## src/rtl/combo_lock_pkg.sv

```systemverilog
// Package: shared definitions for the combination lock.
// Assumes one fixed code, given most significant digit first.
package combo_lock_pkg;
    localparam int          CODE_LEN_DEF = 5;
    localparam logic [4:0]  CODE_VAL_DEF = 5'b01011;

    typedef enum logic [1:0] {
        KEY_NONE = 2'b00,
        KEY_ZERO = 2'b01,
        KEY_ONE  = 2'b10,
        KEY_BOTH = 2'b11
    } key_e;
endpackage

```

## src/rtl/combo_key_decode.sv

```systemverilog
// Module: turns the two button levels into "digit taken" plus its value.
// Assumes the buttons are already synchronous and clean (no debounce here).
module combo_key_decode
    import combo_lock_pkg::*;
(
    input  logic key0,
    input  logic key1,
    output logic take,
    output logic digit
);
    key_e key_state;

    // Purpose: classify the pair of button levels.
    always_comb begin
        key_state = key_e'({key1, key0});
        take  = (key_state == KEY_ZERO) || (key_state == KEY_ONE);
        digit = (key_state == KEY_ONE);
    end
endmodule

```

## src/rtl/combo_seq_next.sv

```systemverilog
// Module: next-state function of the prefix-matching recognizer.
// State value k means "k leading code digits matched". LEN means open.
// Assumes LEN is small, since the fallback search is unrolled.
module combo_seq_next #(
    parameter int             LEN  = 5,
    parameter logic [LEN-1:0] CODE = 5'b01011,
    localparam int            SW   = $clog2(LEN + 1)
) (
    input  logic [SW-1:0] state,
    input  logic          take,
    input  logic          digit,
    output logic [SW-1:0] state_next
);
    localparam int            IW       = $clog2(LEN + 1);
    localparam logic [LEN:0]  CODE_EXT = {1'b0, CODE};

    // Code digit i in keying order (first keyed digit is i = 0).
    function automatic logic code_at(input int i);
        return CODE_EXT[IW'(LEN - 1 - i)];
    endfunction

    // Longest tail of (matched prefix of length k, then d) that is a code prefix.
    function automatic logic [SW-1:0] advance(input logic [SW-1:0] k, input logic d);
        logic [LEN:0]  seq;
        logic [SW-1:0] best;
        logic          ok;
        seq  = '0;
        best = '0;
        for (int i = 0; i < LEN; i++)
            if (i < int'(k)) seq[IW'(i)] = code_at(i);
        seq[IW'(k)] = d;
        for (int j = 1; j <= LEN; j++) begin
            if (j <= int'(k) + 1) begin
                ok = 1'b1;
                for (int i = 0; i < LEN; i++)
                    if (i < j && seq[IW'(int'(k) + 1 - j + i)] != code_at(i))
                        ok = 1'b0;
                if (ok) best = SW'(j);
            end
        end
        return best;
    endfunction

    logic [SW-1:0] base;

    // Purpose: restart from idle after an open, otherwise extend the match.
    always_comb begin
        base       = (state == SW'(LEN)) ? '0 : state;
        state_next = take ? advance(base, digit) : state;
    end
endmodule

```

## src/rtl/combo_lock.sv

```systemverilog
// Module: top of the two-button combination lock.
// Holds the match-length register and the registered open flag.
// Assumes a synchronous active-low reset held for at least one edge at start.
module combo_lock
    import combo_lock_pkg::*;
#(
    parameter int             LEN  = CODE_LEN_DEF,
    parameter logic [LEN-1:0] CODE = CODE_VAL_DEF
) (
    input  logic clk,
    input  logic rst_n,
    input  logic key0,
    input  logic key1,
    output logic lock_open
);
    localparam int SW = $clog2(LEN + 1);

    logic          take;
    logic          digit;
    logic [SW-1:0] state_q;
    logic [SW-1:0] state_d;

    combo_key_decode u_decode (
        .key0  (key0),
        .key1  (key1),
        .take  (take),
        .digit (digit)
    );

    combo_seq_next #(.LEN(LEN), .CODE(CODE)) u_next (
        .state      (state_q),
        .take       (take),
        .digit      (digit),
        .state_next (state_d)
    );

    // Purpose: register match length and open flag.
    always_ff @(posedge clk) begin
        if (!rst_n) begin
            state_q   <= '0;
            lock_open <= 1'b0;
        end else begin
            state_q   <= state_d;
            lock_open <= (state_d == SW'(LEN));
        end
    end


    reset_idle_chk: assert property (@(posedge clk)
        !rst_n |=> (state_q == '0 && !lock_open));


    hold_on_no_key_chk: assert property (@(posedge clk) disable iff (!rst_n)
        !take |=> $stable(state_q) && $stable(lock_open));


    open_on_last_digit_chk: assert property (@(posedge clk) disable iff (!rst_n)
        (take && digit == CODE[0] && state_q == SW'(LEN - 1)) |=> lock_open);


    open_drops_chk: assert property (@(posedge clk) disable iff (!rst_n)
        (lock_open && take) |=> !lock_open);


    state_range_chk: assert property (@(posedge clk) disable iff (!rst_n)
        state_q <= SW'(LEN));
endmodule

```

## config.mk

```make
export PLATFORM = sky130hd
export DESIGN_NAME = combo_lock
export DESIGN_NICKNAME = d
export VERILOG_FILES = /design/src/rtl/combo_lock_pkg.sv /design/src/rtl/combo_key_decode.sv /design/src/rtl/combo_seq_next.sv /design/src/rtl/combo_lock.sv
export SDC_FILE = /design/constraint.sdc
export NUM_CORES = 1
export LEC_CHECK = 0
export BUFFER_PORTS_ARGS = -buffer_cell sky130_fd_sc_hd__buf_2
export CAP_MARGIN = 20
export CELL_PAD_IN_SITES_DETAIL_PLACEMENT = 0
export CELL_PAD_IN_SITES_GLOBAL_PLACEMENT = 1
export CORE_AREA = 2 2 39 41
export DETAILED_ROUTE_END_ITERATION = 10
export DIE_AREA = 0 0 41 43
export HOLD_SLACK_MARGIN = 0.03
export PLACE_DENSITY_LB_ADDON = 0.1
export RECOVER_POWER = 100
export SLEW_MARGIN = 25
export SYNTH_ARGS = -nofsm -noshare
export SYNTH_HDL_FRONTEND = slang
export SYNTH_HIERARCHICAL = 1
export SYNTH_SLANG_ARGS = --single-unit
```

## constraint.sdc

```tcl
create_clock -name clk -period 1.95 [get_ports clk]
set_clock_uncertainty 0.2 [all_clocks]
set_input_delay 0.0975 -clock clk [delete_from_list [all_inputs] [get_ports clk]]
set_output_delay 0.0975 -clock clk [all_outputs]
set_load 0.02 [all_outputs]
```

==> impl_metrics.ini <==
[route]
route.detailed.wl_per_inst_um = 6.45
num_vias = 110
drt-total-wl_um = 245
drc_errors = 0
firstDrtPassIters = 1
antenna_left = 0
vias_per_cell = 2.89
drtIter0Drc = 0

[yosys]
synth-seq-cells = 4
synthFlopType = dfxtp_1
syn_inst = 14
ys_warn_count = 6
synth.distinct_cells = 6
syn_nets = 19
synth.area.top_cells = dfxtp_1, and2_2, nor2b_1
yosys.area.top_type = dfxtp_1
synth.top_cell.area_share_pct = 52.9
ys_seq_area_share_pct = 52.9
yosysMostFrequentCell = dfxtp_1
syn-cell-area_um2 = 151
synthTopCellsByCount = dfxtp_1, and2_2, nor2b_1
async_reset_ff_share_pct = 0
synth_area_per_cell_um2 = 10.8
synth_edf_count = 0

[worst_setup_path]
crit_fanout = 1
path_delay_family = flip-flops
crit_path_start_kind = flop
end_kind = primary output
max_stage_delay_ns = 0.30
worst-path-buf-inv = 1
crit_chain = clkbuf_1
required_ns = 1.65
critical_path_class = reg2out
cp.arrival_ns = 0.75
cp_slowest_cell = dfxtp_1

[timing]
relSlewSlack_pct = 83.4
rsz0062_at_grt = no
tns_ns = 0
finalHoldViolCount = 0
setup_viol = 0
min_period_over_period_pct = 53.6
slew_viol_final = 0
min_period_ns = 1.05
worst_slew_pin_slew_ns = 0.250
timing.hold.ws_ns = 0.228
max_freq_ghz = 0.957

[grt]
overflow = 0
grt_pass1_wl_um = 441
grt_max_degree = 5
gr-usage-all-layers_pct = 4.12
antenna_found_initial = 0
grt_pass1_vias = 124

[pwr]
p_leak_nw = 0.103
p_per_area_nw_per_um2 = 848
ir_drop_mv = 0.285

[clocking]
htreeDepth = 1
ctsResizeCount = 0
clk_path_buf_depth = 2
clockRootBuffer = clkbuf_4
cts_tree = built
path_clk_slew_ns = 0.04
numCtsBuffers = 3
post_cts_buffers = 0
clock_latency_ns = 0.23
cts_num_sinks = 4
hold_buffers = 1

[finish]
final_util_pct = 16.0
diodes = 0
drive_above_1_share_pct = 36.4
area_delta_synth_final_pct = 46.3
post-route-cell-area_um2 = 221
nets = 29

[worst_hold_path]
worstHoldPathType = in2reg

[place]
placed_cell_area_um2 = 191
dp_hpwl_um = 187
gp_congestion = 0.589
io_buffers = 4

[floorplan]
initial_utilization_pct = 10.9
dieWidth_um = 41
row_count = 14
core-area_um2 = 1380
die-area_um2 = 1760
ios = 5
die_h_um = 43

[job]
maxCapViolations = 0

[status]
status = finished clean
==> placed cells by master, fill, tap and decap left out <==
master / n
inv_1: 2
dlygate4sd3_1: 1
and4b_1: 1
ha_1: 1
dfxtp_1: 4
clkbuf_1: 2
buf_2: 2
clkbuf_4: 3
and2_2: 3
nor2b_1: 3
==> layout make-up <==
cell class                      count  area (um2)
Sequential cell                     4        80.1
Clock buffer                        3        22.5
Tap cell                           16        20.0
Inverter                            2        7.51
Timing Repair Buffer                5        27.5
Multi-Input combinational cell      8        63.8
Fill cell                         155        1160
==> cell families (layout without fill, tap and decap cells) <==
logic type / count (synthesis) / count (layout) / share of synthesized area [%]
buffers and inverters: 2 / 10 / 4.96
DFF: 4 / 4 / 52.9
and+or+nand+nor: 7 / 7 / 33.9
adders and majority gates: 1 / 1 / 8.26
==> worst paths after layout <==
kind              slack [ns]         end  startpoint  depth (start not counted)
hold reg to reg         0.41  state_q[0]  state_q[0]                          2
setup / recovery        0.90   lock_open   lock_open                          1
setup reg to reg        1.00   lock_open  state_q[1]                          2
hold / removal          0.23  state_q[0]        key1                          5
==> registers in the layout (all words and copies together) (netlist names) <==
name and cells:
state_q 3, lock_open 1
==> where the power goes <==
| group | leakage, nW | internal, mW | switching [mW] | total [mW] |
|---|---|---|---|---|
| clock network | 0.0138 | 0.0685 | 0.0287 | 0.0972 |
| logic | 0.0570 | 0.00407 | 0.00423 | 0.00829 |
| registers | 0.0322 | 0.0823 | 0 | 0.0823 |
| total | 0.103 | 0.155 | 0.0329 | 0.188 |
==> per-layer routing <==
layer  part of all wire [%]  track usage [%]  wire length, um  vias to the layer above
met2                     45             5.31              110                        3
li1                       -                -                -                       60
met1                     46             3.86              112                       47
met3                    8.6             4.71               21                        0
met4                      0             2.00                0                        0
met5                      0                0                0                        -
==> stage by stage <==
step,setup slack (ns),power (mW),instances
4_1_cts,0.941,0.194,38
3_3_place_gp,0.753,0.0908,34
5_1_grt,0.876,0.198,38
2_1_floorplan,0.922,0.0863,14
6_report,0.905,0.188,38
3_5_place_dp,0.760,0.0910,34
Power figures use the tool's default switching activity.
